<file path="src/rtl/sync_rx_pkg.sv">
package sync_rx_pkg;
  typedef enum logic [1:0] {
    MODE_MONO = 2'd0,
    MODE_BI16 = 2'd1,
    MODE_BI12 = 2'd2,
    MODE_EXT  = 2'd3
  } hunt_mode_e;

  localparam logic [15:0] CRC_POLY = 16'h8005;

  function automatic logic [15:0] crc_step(input logic [15:0] c, input logic b);
    logic fb;
    fb = c[15] ^ b;
    return {c[14:0], 1'b0} ^ (fb ? CRC_POLY : 16'h0000);
  endfunction
endpackage

</file>
<file path="src/rtl/sync_hunt_det.sv">
module sync_hunt_det
  import sync_rx_pkg::*;
#(
  parameter int SYNC_W  = 16,
  parameter int SHORT_W = 12,
  parameter int CHAR_W  = 8
) (
  input  logic              clk_i,
  input  logic              rst_ni,
  input  logic              bit_en_i,
  input  logic              rxd_i,
  input  logic              ext_sync_i,
  input  hunt_mode_e        mode_i,
  input  logic [SYNC_W-1:0] pat_i,
  input  logic              hunt_i,
  output logic              sync_o,
  output logic              hit_o
);
  logic [SYNC_W-1:0] sr_q, sr_next;
  logic              sync_q, match;

  assign sr_next = {sr_q[SYNC_W-2:0], rxd_i};

  always_comb begin
    unique case (mode_i)
      MODE_MONO: match = (sr_next[CHAR_W-1:0] == pat_i[CHAR_W-1:0]);
      MODE_BI16: match = (sr_next == pat_i);
      MODE_BI12: match = (sr_next[SHORT_W-1:0] == pat_i[SHORT_W-1:0]);
      default:   match = ext_sync_i;
    endcase
  end

  assign hit_o  = bit_en_i && !sync_q && !hunt_i && match;
  assign sync_o = sync_q;

  always_ff @(posedge clk_i or negedge rst_ni) begin
    if (!rst_ni) begin
      sr_q   <= '0;
      sync_q <= 1'b0;
    end else if (hunt_i) begin
      sr_q   <= '0;
      sync_q <= 1'b0;
    end else begin
      if (bit_en_i) sr_q <= sr_next;
      if (hit_o) sync_q <= 1'b1;
    end
  end
endmodule

</file>
<file path="src/rtl/rx_deframer.sv">
module rx_deframer
  import sync_rx_pkg::*;
#(
  parameter int CHAR_W = 8
) (
  input  logic              clk_i,
  input  logic              rst_ni,
  input  logic              bit_en_i,
  input  logic              rxd_i,
  input  logic              sync_i,
  input  logic              hit_i,
  input  logic              hunt_i,
  input  logic              eom_i,
  output logic              push_o,
  output logic [CHAR_W-1:0] char_o,
  output logic              err_o
);
  localparam int CNT_W = $clog2(CHAR_W);

  logic [CNT_W-1:0]  cnt_q;
  logic [CHAR_W-1:0] char_q, char_next;
  logic [15:0]       crc_q, crc_next;
  logic              chk_q, take, last, armed;

  assign take      = sync_i && bit_en_i && !hunt_i;
  assign last      = take && (cnt_q == CNT_W'(CHAR_W - 1));
  assign char_next = {char_q[CHAR_W-2:0], rxd_i};
  assign crc_next  = crc_step(crc_q, rxd_i);
  assign armed     = chk_q || eom_i;

  assign push_o = last;
  assign char_o = char_next;
  assign err_o  = armed && (crc_next != 16'h0000);

  always_ff @(posedge clk_i or negedge rst_ni) begin
    if (!rst_ni) begin
      cnt_q  <= '0;
      char_q <= '0;
      crc_q  <= '0;
      chk_q  <= 1'b0;
    end else if (hunt_i || hit_i) begin
      cnt_q <= '0;
      crc_q <= '0;
      chk_q <= 1'b0;
    end else begin
      if (last) chk_q <= 1'b0;
      else if (eom_i) chk_q <= 1'b1;
      if (take) begin
        cnt_q  <= last ? '0 : cnt_q + 1'b1;
        char_q <= char_next;
        crc_q  <= (last && armed) ? 16'h0000 : crc_next;
      end
    end
  end
endmodule

</file>
<file path="src/rtl/rx_fifo.sv">
module rx_fifo #(
  parameter int W     = 8,
  parameter int DEPTH = 4
) (
  input  logic         clk_i,
  input  logic         rst_ni,
  input  logic         push_i,
  input  logic [W-1:0] din_i,
  input  logic         pop_i,
  output logic [W-1:0] dout_o,
  output logic         empty_o,
  output logic         full_o
);
  localparam int AW = $clog2(DEPTH);

  logic [W-1:0]  mem_q [DEPTH];
  logic [AW-1:0] wr_q, rd_q;
  logic [AW:0]   cnt_q;
  logic          do_push, do_pop;

  assign empty_o = (cnt_q == '0);
  assign full_o  = (cnt_q == (AW+1)'(DEPTH));
  assign do_pop  = pop_i && !empty_o;
  assign do_push = push_i && (!full_o || do_pop);
  assign dout_o  = mem_q[rd_q];

  always_ff @(posedge clk_i or negedge rst_ni) begin
    if (!rst_ni) begin
      wr_q  <= '0;
      rd_q  <= '0;
      cnt_q <= '0;
      for (int i = 0; i < DEPTH; i++) mem_q[i] <= '0;
    end else begin
      if (do_push) begin
        mem_q[wr_q] <= din_i;
        wr_q        <= wr_q + 1'b1;
      end
      if (do_pop) rd_q <= rd_q + 1'b1;
      if (do_push && !do_pop) cnt_q <= cnt_q + 1'b1;
      else if (do_pop && !do_push) cnt_q <= cnt_q - 1'b1;
    end
  end
endmodule

</file>
<file path="src/rtl/sync_hunt_rx.sv">
module sync_hunt_rx
  import sync_rx_pkg::*;
#(
  parameter int SYNC_W  = 16,
  parameter int SHORT_W = 12,
  parameter int CHAR_W  = 8,
  parameter int DEPTH   = 4
) (
  input  logic              clk_i,
  input  logic              rst_ni,
  input  logic              bit_en_i,
  input  logic              rxd_i,
  input  logic              ext_sync_i,
  input  logic [1:0]        mode_i,
  input  logic [SYNC_W-1:0] sync_pat_i,
  input  logic              hunt_i,
  input  logic              eom_i,
  input  logic              rd_i,
  output logic [CHAR_W-1:0] rx_data_o,
  output logic              crc_err_o,
  output logic              empty_o,
  output logic              sync_o,
  output logic              overrun_o
);
  hunt_mode_e        mode_s;
  logic              hit_w, push_w, err_w, full_w, ovr_q;
  logic [CHAR_W-1:0] char_w;
  logic              d_empty, d_full, e_empty, e_full;

  assign mode_s = hunt_mode_e'(mode_i);

  sync_hunt_det #(.SYNC_W(SYNC_W), .SHORT_W(SHORT_W), .CHAR_W(CHAR_W)) u_det (
    .clk_i, .rst_ni, .bit_en_i, .rxd_i, .ext_sync_i,
    .mode_i (mode_s),
    .pat_i  (sync_pat_i),
    .hunt_i,
    .sync_o,
    .hit_o  (hit_w)
  );

  rx_deframer #(.CHAR_W(CHAR_W)) u_dfr (
    .clk_i, .rst_ni, .bit_en_i, .rxd_i,
    .sync_i (sync_o),
    .hit_i  (hit_w),
    .hunt_i, .eom_i,
    .push_o (push_w),
    .char_o (char_w),
    .err_o  (err_w)
  );

  rx_fifo #(.W(CHAR_W), .DEPTH(DEPTH)) u_dfifo (
    .clk_i, .rst_ni,
    .push_i (push_w), .din_i (char_w), .pop_i (rd_i),
    .dout_o (rx_data_o), .empty_o (d_empty), .full_o (d_full)
  );

  rx_fifo #(.W(1), .DEPTH(DEPTH)) u_efifo (
    .clk_i, .rst_ni,
    .push_i (push_w), .din_i (err_w), .pop_i (rd_i),
    .dout_o (crc_err_o), .empty_o (e_empty), .full_o (e_full)
  );

  assign empty_o = d_empty | e_empty;
  assign full_w  = d_full | e_full;

  always_ff @(posedge clk_i or negedge rst_ni) begin
    if (!rst_ni) ovr_q <= 1'b0;
    else if (hunt_i) ovr_q <= 1'b0;
    else if (push_w && full_w && !rd_i) ovr_q <= 1'b1;
  end
  assign overrun_o = ovr_q;
endmodule

</file>
<file path="config.mk">
export PLATFORM = sky130hd
export DESIGN_NAME = sync_hunt_rx
export DESIGN_NICKNAME = d
export VERILOG_FILES = /design/src/rtl/sync_rx_pkg.sv /design/src/rtl/sync_hunt_det.sv /design/src/rtl/rx_deframer.sv /design/src/rtl/rx_fifo.sv /design/src/rtl/sync_hunt_rx.sv
export SDC_FILE = /design/constraint.sdc
export NUM_CORES = 1
export LEC_CHECK = 0
export BUFFER_PORTS_ARGS = -buffer_cell sky130_fd_sc_hd__buf_2
export CAP_MARGIN = 10
export CELL_PAD_IN_SITES_DETAIL_PLACEMENT = 1
export CELL_PAD_IN_SITES_GLOBAL_PLACEMENT = 2
export CORE_ASPECT_RATIO = 0.5
export CORE_MARGIN = 2
export CORE_UTILIZATION = 47
export CTS_BUF_LIST = sky130_fd_sc_hd__clkbuf_8
export CTS_CLUSTER_SIZE = 25
export DETAILED_ROUTE_END_ITERATION = 10
export PLACE_DENSITY_LB_ADDON = 0.1
export REMOVE_ABC_BUFFERS = 1
export SLEW_MARGIN = 40
export SYNTH_ARGS = -nofsm -noshare
export SYNTH_HDL_FRONTEND = slang
export SYNTH_SLANG_ARGS = --single-unit
</file>
<file path="constraint.sdc">
create_clock -name clk_i -period 4.3 [get_ports clk_i]
set_clock_uncertainty 0.1 [all_clocks]
set_input_delay 0.645 -clock clk_i [delete_from_list [all_inputs] [get_ports clk_i]]
set_output_delay 0.645 -clock clk_i [all_outputs]
set_load 0.01 [all_outputs]
</file>
==> impl_metrics.toml, run 1 <==
[power]
power_density_nw_per_um2 = 311.3
max-vdd-ir-drop_uv = 129.3
leakagePower_nw = 2.427

[sta]
fin_crit_sh_pct = 68.54
rsz0062_at_grt = "no"
fin_tns_setup_ps = 0
slew-limit-headroom_pct = 50.78
tightest_slew_ps = 728.8
min_period_ps = 2947
slew_violations = 0
timing.fmax_mhz = 339.3
hold_viol_final = 0
finalSetupViolations = 0

[setup_path]
cp_common_cell = "xor2_1"
cp_cell_sequence = "buf_2 -> and3b_1 -> buf_4 -> nand2_1 -> a31oi_2 -> ha_1 -> inv_1 -> fa_1 -> xor2_1 -> nor2_1 -> xor2_1"
startpoint_type = "input port"
end_kind = "register"
crit_arrival_ps = 3120
rr_startpoint = "u_det.sync_o"
slowest_stage = "a31oi_2"
cp.required_ps = 4480
cpLargestDelayFamily = "adder cells"
r2r_cells = 10
worstPathMaxFanout = 24
reg2reg_slack_ps = 1490
path_buf_inv = 3
crit_type = "in -> reg"
rr_endpoint = "u_efifo.cnt_q[2]"
cpPeakStageDelay_ps = 410

[finish]
design_area_um2 = 4862
finalNetCount = 410
diodes = 0
drive_above_1_share_pct = 30.40
area_delta_synth_final_pct = 11.19

[outcome]
status = "finished, final reports clean"

[grt]
track_usage_pct = 19.31
grt_antenna_before_repair = 0
grt_pass1_wl_um = 15100
grt_overflow = 0
grt_pass1_vias = 3012
grt_max_degree = 63

[detailed_routing]
avgRoutedWirePerCell_um = 17.56
drc = 0
via_per_inst = 5.437
first_pass_iters = 4
ant_nets = 0
wirelength_um = 8638
vias = 2675
first_iter_violations = 79

[yosys]
seq_area_frac_synth_pct = 53.79
synth_top_cells_by_area = "dfrtp_1 54%, mux2_2 11%, mux4_2 4.6%"
syn_inst = 329
yosys_most_used_dff = "dfrtp_1"
synthArstFlopShare_pct = 100.0
ys_types = 43
avgSynthCellArea_um2 = 13.29
synth-seq-cells = 94
synth_area_um2 = 4373
synth-warning-count = 0
synth_largest_area_cell = "dfrtp_1"
synth_top_area_share_pct = 53.79
synth_edf_count = 0

[clocking]
cts_buffers = 9
path_clk_slew_ps = 90
cts_buffer_depth = 2
cts_tree = "built"
insertion_delay_ps = 360
cts_hold_buf = 0
post_cts_resized = 0
htree_levels = 3
post_cts_buffers = 0
cts_sinks = 94
root_buffer = "clkbuf_8"

[floorplan]
rows = 24
dieArea_um2 = 10140
coreArea_um2 = 8859
initial_core_util_pct = 49.36
die_y_um = 72.21
die_x_um = 140.4
pin_count = 38

[place]
dpl_cell_area_um2 = 4683
port_buffers = 37
gp_congestion = 0.7450
dp_hpwl_um = 6110

[hold_path]
min_path_type = "in -> async"

[job]
max_cap_violations = 0
where the power goes:
part | switching, mW | internal [mW] | total (mW)
combinational | 0.0518 | 0.0318 | 0.0835
clock | 0.305 | 0.224 | 0.529
sequential | 0.0107 | 0.890 | 0.901
total | 0.368 | 1.15 | 1.51
how the worst max path moves through the flow:
stage,from,to,slack [ps],cells past startpoint
after floorplan,hunt_i,u_efifo.cnt_q[2],1540,9
after global placement,hunt_i,u_efifo.cnt_q[2],1190,11
after detailed placement,hunt_i,u_efifo.cnt_q[2],970,11
after CTS,hunt_i,u_efifo.cnt_q[2],1340,11
after global routing,hunt_i,u_efifo.cnt_q[2],1120,11
final,hunt_i,u_efifo.cnt_q[2],1350,11
layout make-up:
class | count | area, um2
Fill cell | 880 | 3996
Sequential cell | 94 | 2352
Multi-Input combinational cell | 215 | 1933
Timing Repair Buffer | 41 | 221.5
Tap cell | 117 | 146.4
Clock buffer | 10 | 137.6
Clock inverter | 6 | 37.54
Inverter | 9 | 33.78
sequential cells by signal (all words and copies together) (netlist names):
signal,flops
u_dfifo.cnt_q,3
u_det.sync_o,1
u_efifo.wr_q,2
overrun_o,1
u_dfr.chk_q,1
u_efifo.cnt_q,3
u_efifo.mem_q,4
u_dfr.cnt_q,3
u_efifo.rd_q,2
u_det.sr_q,15
u_dfr.char_q,7
u_dfifo.wr_q,2
u_dfifo.mem_q,32
u_dfifo.rd_q,2
u_dfr.crc_q,16
stage by stage:
stage                     power [mW]  cells  util (%)  worst slack (ps)  hold slack (ps)
after floorplan               0.9482    318         -              1544            249.4
after global placement        0.9982    476     52.87              1189            367.8
after detailed placement       1.004    476     52.87             965.0            384.3
after CTS                      1.536    492     54.84              1345            270.3
after global routing           1.587    492     54.89              1124            163.1
final                          1.514    492     54.89              1353            141.5
layer usage:
metal	up-vias	part of all wire, %	track usage, %
li1	1253	-	-
met1	1381	48	24.79
met2	32	48	33.28
met3	9	2.8	5.743
met4	0	0.83	4.040
met5	-	0	0
layout by cell type (no fill, tap or decap), drive strengths merged, types with 3 or more instances in the layout:
cell type,n
buf,41
nand2,16
mux2i,15
a31oi,3
inv,11
mux2,45
nand3,4
a21oi,3
mux4,9
xnor2,23
dfrtp,94
ha,12
nor4,4
nor3,3
o21ai,3
nor2,25
a22o,17
clkbuf,10
xor2,8
synth_stat cells (2+ instances only):
library cell and instances:
xor2_1 8, mux2_1 2, nor3_1 3, nor3b_1 2, xnor2_1 23, nor2_1 25, nand2_1 12, a211oi_1 2
nor2b_1 2, a21oi_1 3, mux2_2 43, clkbuf_1 5, and2_1 2, dfrtp_1 94, mux4_2 9, nand4_1 2
mux2i_1 15, nand2_2 4, o21ai_0 3, ha_1 12, nor4_1 4, a22o_1 17, buf_2 4, or3_1 2
inv_1 9, nand3_1 4, fa_1 2
cell families (layout without fill, tap and decap cells):
kind of cell               count (synthesis)  after routing  share of synthesized area, %
adders and majority gates                 14             14                         4.349
DFF                                       94             94                         53.79
AOI/OAI and AO/OA                         37             37                         7.039
xor gates and xnor gates                  31             31                         6.209
buffers and inverters                     20             66                         2.003
muxes                                     69             69                         19.66
and+or+nand+nor                           64             64                         6.952
Power figures use the tool's default switching activity.
==> inputs of run 2 (changes only) <==
- CORE_UTILIZATION: 47 -> 39
- clock period: 4.3 -> 2.5 ns (I/O delays scaled with it)
==> run 2 against run 1 <==
Compared with the run above:
- sequential share of layout area fell by 1.6 points
- clock-buffer cell count down 1
- critical path depth fell by 9
- sequential power rose by 72%
- final cell count grew 7.7%
- global-route usage fell by 2.5 points
- die area increased by 20%
- first-iteration DRC count shrank 18%
- worst hold slack better by 110 ps
- flip-flop and latch count is the same
- critical path type is now reg -> out
- critical endpoint is now rx_data_o[0]
==> impl_metrics.toml, run 2 (synthesis results as in run 1) <==
[sta]
tightest_slew_ps = 604.7
slew_violations = 0
rsz0062_at_grt = "no"
holdWs_ps = 250.2
slew-limit-headroom_pct = 59.69
min_period_ps = 2352
fin_crit_sh_pct = 94.10
fin_ws_ps = 147.6
hold_viol_final = 0
finalSetupViolations = 0
timing.fmax_mhz = 425.1

[clocking]
path_clk_slew_ps = 100
cts_tree = "built"
cts_buffers = 9
root_buffer = "clkbuf_8"
post_cts_buffers = 0
htree_levels = 3
cts_buffer_depth = 2
cts_sinks = 94
insertion_delay_ps = 360

[finish]
diodes = 0
final_cell_mix = "94 x dfrtp_1, 43 x mux2_2, 36 x buf_2"
largest_reg_flops = 32
design_area_um2 = 5032
final_common_cell = "dfrtp_1"
fin_cells = 530
drive_above_1_share_pct = 32.47
top_register = "u_dfifo.mem_q"
final_core_util_pct = 45.98
area_delta_synth_final_pct = 15.08
reg_top3 = "u_dfifo.mem_q: 32 flops, u_dfr.crc_q: 16 flops, u_det.sr_q: 15 flops"
finalNetCount = 420

[setup_path]
cpPeakStageDelay_ps = 740
r2r_cells = 10
startpoint_type = "register"
path_buf_inv = 1
startpoint = "u_dfifo.rd_q[0]"
cp.required_ps = 2030
crit_type = "reg -> out"
end_kind = "primary output"
worstPathMaxFanout = 9
crit_arrival_ps = 1880
cp_cell_sequence = "mux4_2 -> buf_2"
slowest_stage = "dfrtp_1"
cpLargestDelayFamily = "flip-flops"
rr_startpoint = "u_dfr.cnt_q[0]"
reg2reg_slack_ps = 220
rr_endpoint = "u_efifo.cnt_q[2]"

[place]
dp_hpwl_um = 6499
port_buffers = 37
dpl_cell_area_um2 = 4798
gp_congestion = 0.7419
placedCellCount = 513
dpl_worst_slack_ps = 80.95

[hold_path]
min_path_type = "in -> reg"
hold_depth = 3
worstHoldEndpoint = "u_dfifo.rd_q[1]"
min_from = "rd_i"

[grt]
grt_max_degree = 48
grt_antenna_before_repair = 0
grt_pass1_wl_um = 15990
grt_pass1_vias = 3175
track_usage_pct = 16.84
grt_overflow = 0
use_met2_pct = 29.64
busiest_layer = "met2"
grt_use_met1_pct = 21.14
use_met3_pct = 4.640

[detailed_routing]
avgRoutedWirePerCell_um = 17.29
drc = 0
first_pass_iters = 6
ant_nets = 0
via_per_inst = 5.151
vias = 2730
first_iter_violations = 65
wirelength_um = 9162

[power]
max-vdd-ir-drop_uv = 284.7
power_density_nw_per_um2 = 559.6
leakagePower_nw = 2.499

[job]
max_cap_violations = 0

[floorplan]
pin_count = 38
die_x_um = 153.8
dieArea_um2 = 12130
rows = 27
initial_core_util_pct = 39.95
coreArea_um2 = 10950
die_y_um = 78.88

[outcome]
status = "finished, final reports clean"
==> run 2: timing repair <==
| item | CTS | global route |
|---|---|---|
| resized for setup | 0 | 1 |
| hold endpoints to repair | 23 | 0 |
| hold buffers | 1 | 0 |
| endpoints found under the setup margin | 0 | 1 |
==> run 2: through the flow <==
step                      TNS [ps]  power [mW]
after floorplan             -53.62       1.631
after global placement           0       1.727
after detailed placement         0       1.735
after CTS                        0       2.866
after global routing             0       2.946
final                            0       2.816
==> run 2: worst max path at each step <==
stage | endpoint | slack [ps] | cells after the start
floorplan | u_efifo.cnt_q[2] | -50 | 9
global route | rx_data_o[0] | 20 | 2
CTS | rx_data_o[0] | 80 | 2
finish | rx_data_o[0] | 150 | 2
global placement | u_efifo.cnt_q[2] | 170 | 10
detailed placement | u_efifo.cnt_q[2] | 80 | 10
==> run 2: final cells by class <==
cell class / instances / area (um2)
inverter: 9 / 33.78
tap: 145 / 181.4
clock inverter: 7 / 97.59
fill: 1170 / 5913
multi-input combinational: 215 / 1936
clock buffer: 9 / 123.9
timing repair buffer: 51 / 307.8
sequential: 94 / 2352
==> run 2: power by group <==
part | leakage [nW] | internal, mW | switching, mW
clock | 0.106 | 0.567 | 0.548
sequential | 1.29 | 1.53 | 0.0148
combinational | 1.10 | 0.0611 | 0.0941
total | 2.50 | 2.16 | 0.657
==> run 2: worst min-delay path, stage by stage <==
cell	delay, ps
buf_2	150
nand3_1	90
xnor2_1	70
==> run 2: metal layers <==
| layer | part of all wire [%] | routed length, um |
|---|---|---|
| met4 | 0.44 | 40 |
| met3 | 2.8 | 258 |
| met1 | 47 | 4348 |
| met5 | 0 | 0 |
| met2 | 49 | 4515 |
==> inputs of run 3 (changes only) <==
- RECOVER_POWER: unset -> 50
==> run 3 against run 2 <==
Compared with the run above:
- global-route usage stayed put
- routed wire length about the same
- final cell count unchanged
- sequential power barely moved
- clock power barely moved
- highest routed layer unchanged
- via count decreased by 0.22%
- critical endpoint unchanged
==> impl_metrics.toml, run 3 (synthesis results as in run 1) <==
[setup_path]
slowest_stage = "dfrtp_1"
cpPeakStageDelay_ps = 740
worstPathMaxFanout = 9
cp.required_ps = 2030
startpoint_type = "register"
end_kind = "primary output"
path_buf_inv = 1
cp_cell_sequence = "mux4_2 -> buf_2"
crit_type = "reg -> out"
cpLargestDelayFamily = "flip-flops"
crit_arrival_ps = 1880

[grt]
track_usage_pct = 16.84
grt_pass1_wl_um = 15990
grt_pass1_vias = 3175
grt_antenna_before_repair = 0
grt_max_degree = 48
grt_overflow = 0

[place]
dpl_worst_slack_ps = 80.95
dp_hpwl_um = 6499
placedCellCount = 513
dpl_cell_area_um2 = 4798
port_buffers = 37
gp_congestion = 0.7419

[outcome]
status = "finished, final reports clean"

[hold_path]
min_path_type = "in -> reg"

[finish]
largest_reg_flops = 32
reg_top3 = "u_dfifo.mem_q: 32 flops, u_dfr.crc_q: 16 flops, u_det.sr_q: 15 flops"
top_register = "u_dfifo.mem_q"
diodes = 0
final_cell_mix = "94 x dfrtp_1, 43 x mux2_2, 36 x buf_2"
drive_above_1_share_pct = 31.95
design_area_um2 = 5025
fin_cells = 530
area_delta_synth_final_pct = 14.91
final_common_cell = "dfrtp_1"
finalNetCount = 420

[sta]
min_period_ps = 2353
fin_tns_setup_ps = 0
hold_viol_final = 0
timing.fmax_mhz = 424.9
tightest_slew_ps = 1456
slew-limit-headroom_pct = 2.916
finalSetupViolations = 0
slew_violations = 0
fin_crit_sh_pct = 94.13
rsz0062_at_grt = "no"
holdWs_ps = 250.2
fin_ws_ps = 146.7

[power]
leakagePower_nw = 2.492
max-vdd-ir-drop_uv = 284.8
power_density_nw_per_um2 = 560.4

[detailed_routing]
wirelength_um = 9169
via_per_inst = 5.140
first_pass_iters = 6
ant_nets = 0
first_iter_violations = 63
vias = 2724
avgRoutedWirePerCell_um = 17.30
drc = 0

[clocking]
cts_buffer_depth = 2
root_buffer = "clkbuf_8"
cts_tree = "built"
path_clk_slew_ps = 100
cts_sinks = 94
cts_buffers = 9
insertion_delay_ps = 360
htree_levels = 3
post_cts_buffers = 0

[floorplan]
dieArea_um2 = 12130
die_y_um = 78.88
die_x_um = 153.8
rows = 27
coreArea_um2 = 10950
initial_core_util_pct = 39.95
pin_count = 38

[job]
max_cap_violations = 0
-- run 3: power by group --
group,switching (mW),internal [mW],leakage [nW]
sequential,0.0148,1.53,1.29
combinational,0.0942,0.0607,1.10
clock,0.548,0.567,0.106
-- run 3: timing repair --
item	CTS	global route
endpoints found under the hold margin	23	0
resized for setup	0	1
hold buffers	1	0
setup endpoints to repair	0	1
-- run 3: per-stage QoR --
stage	util [%]	power, mW
5_1_grt	45.91	2.946
2_1_floorplan	-	1.631
6_report	45.91	2.816
3_5_place_dp	43.84	1.735
4_1_cts	45.95	2.866
3_3_place_gp	43.84	1.727
-- run 3: worst paths after layout --
path                                  from                end  slack, ps  depth (start not counted)
max in group asynchronous           rst_ni  u_dfifo.mem_q[20]        340                          3
min in group asynchronous           rst_ni  u_dfifo.mem_q[27]        780                          2
hold reg to reg            u_efifo.rd_q[1]    u_efifo.rd_q[1]        390                          1
setup / recovery           u_dfifo.rd_q[0]       rx_data_o[0]        150                          2
setup reg to reg            u_dfr.cnt_q[0]   u_efifo.cnt_q[2]        220                         10
hold / removal                        rd_i    u_dfifo.rd_q[1]        250                          3
-- run 3: worst register-to-register path, delay by kind of cell, from the launching register on --
kind | cells | cell delay, ps
fa+ha+maj | 4 | 930
flops | 1 | 380
xor+xnor | 2 | 340
simple gates | 2 | 210
compound gates | 1 | 180
buf+inv | 1 | 60
-- run 3: cell type report --
cell class | count | area, um2
Timing Repair Buffer | 51 | 300.3
Clock buffer | 9 | 123.9
Fill cell | 1172 | 5921
Clock inverter | 7 | 97.59
Multi-Input combinational cell | 215 | 1936
Inverter | 9 | 33.78
Sequential cell | 94 | 2352
Tap cell | 145 | 181.4
-- run 3: layer usage --
metal	GRT usage, %	vias to the layer above	share of wire [%]
met4	3.303	0	0.44
met2	29.64	29	49
met5	0	-	0
met1	21.14	1418	48
li1	-	1273	-
met3	4.640	4	2.8
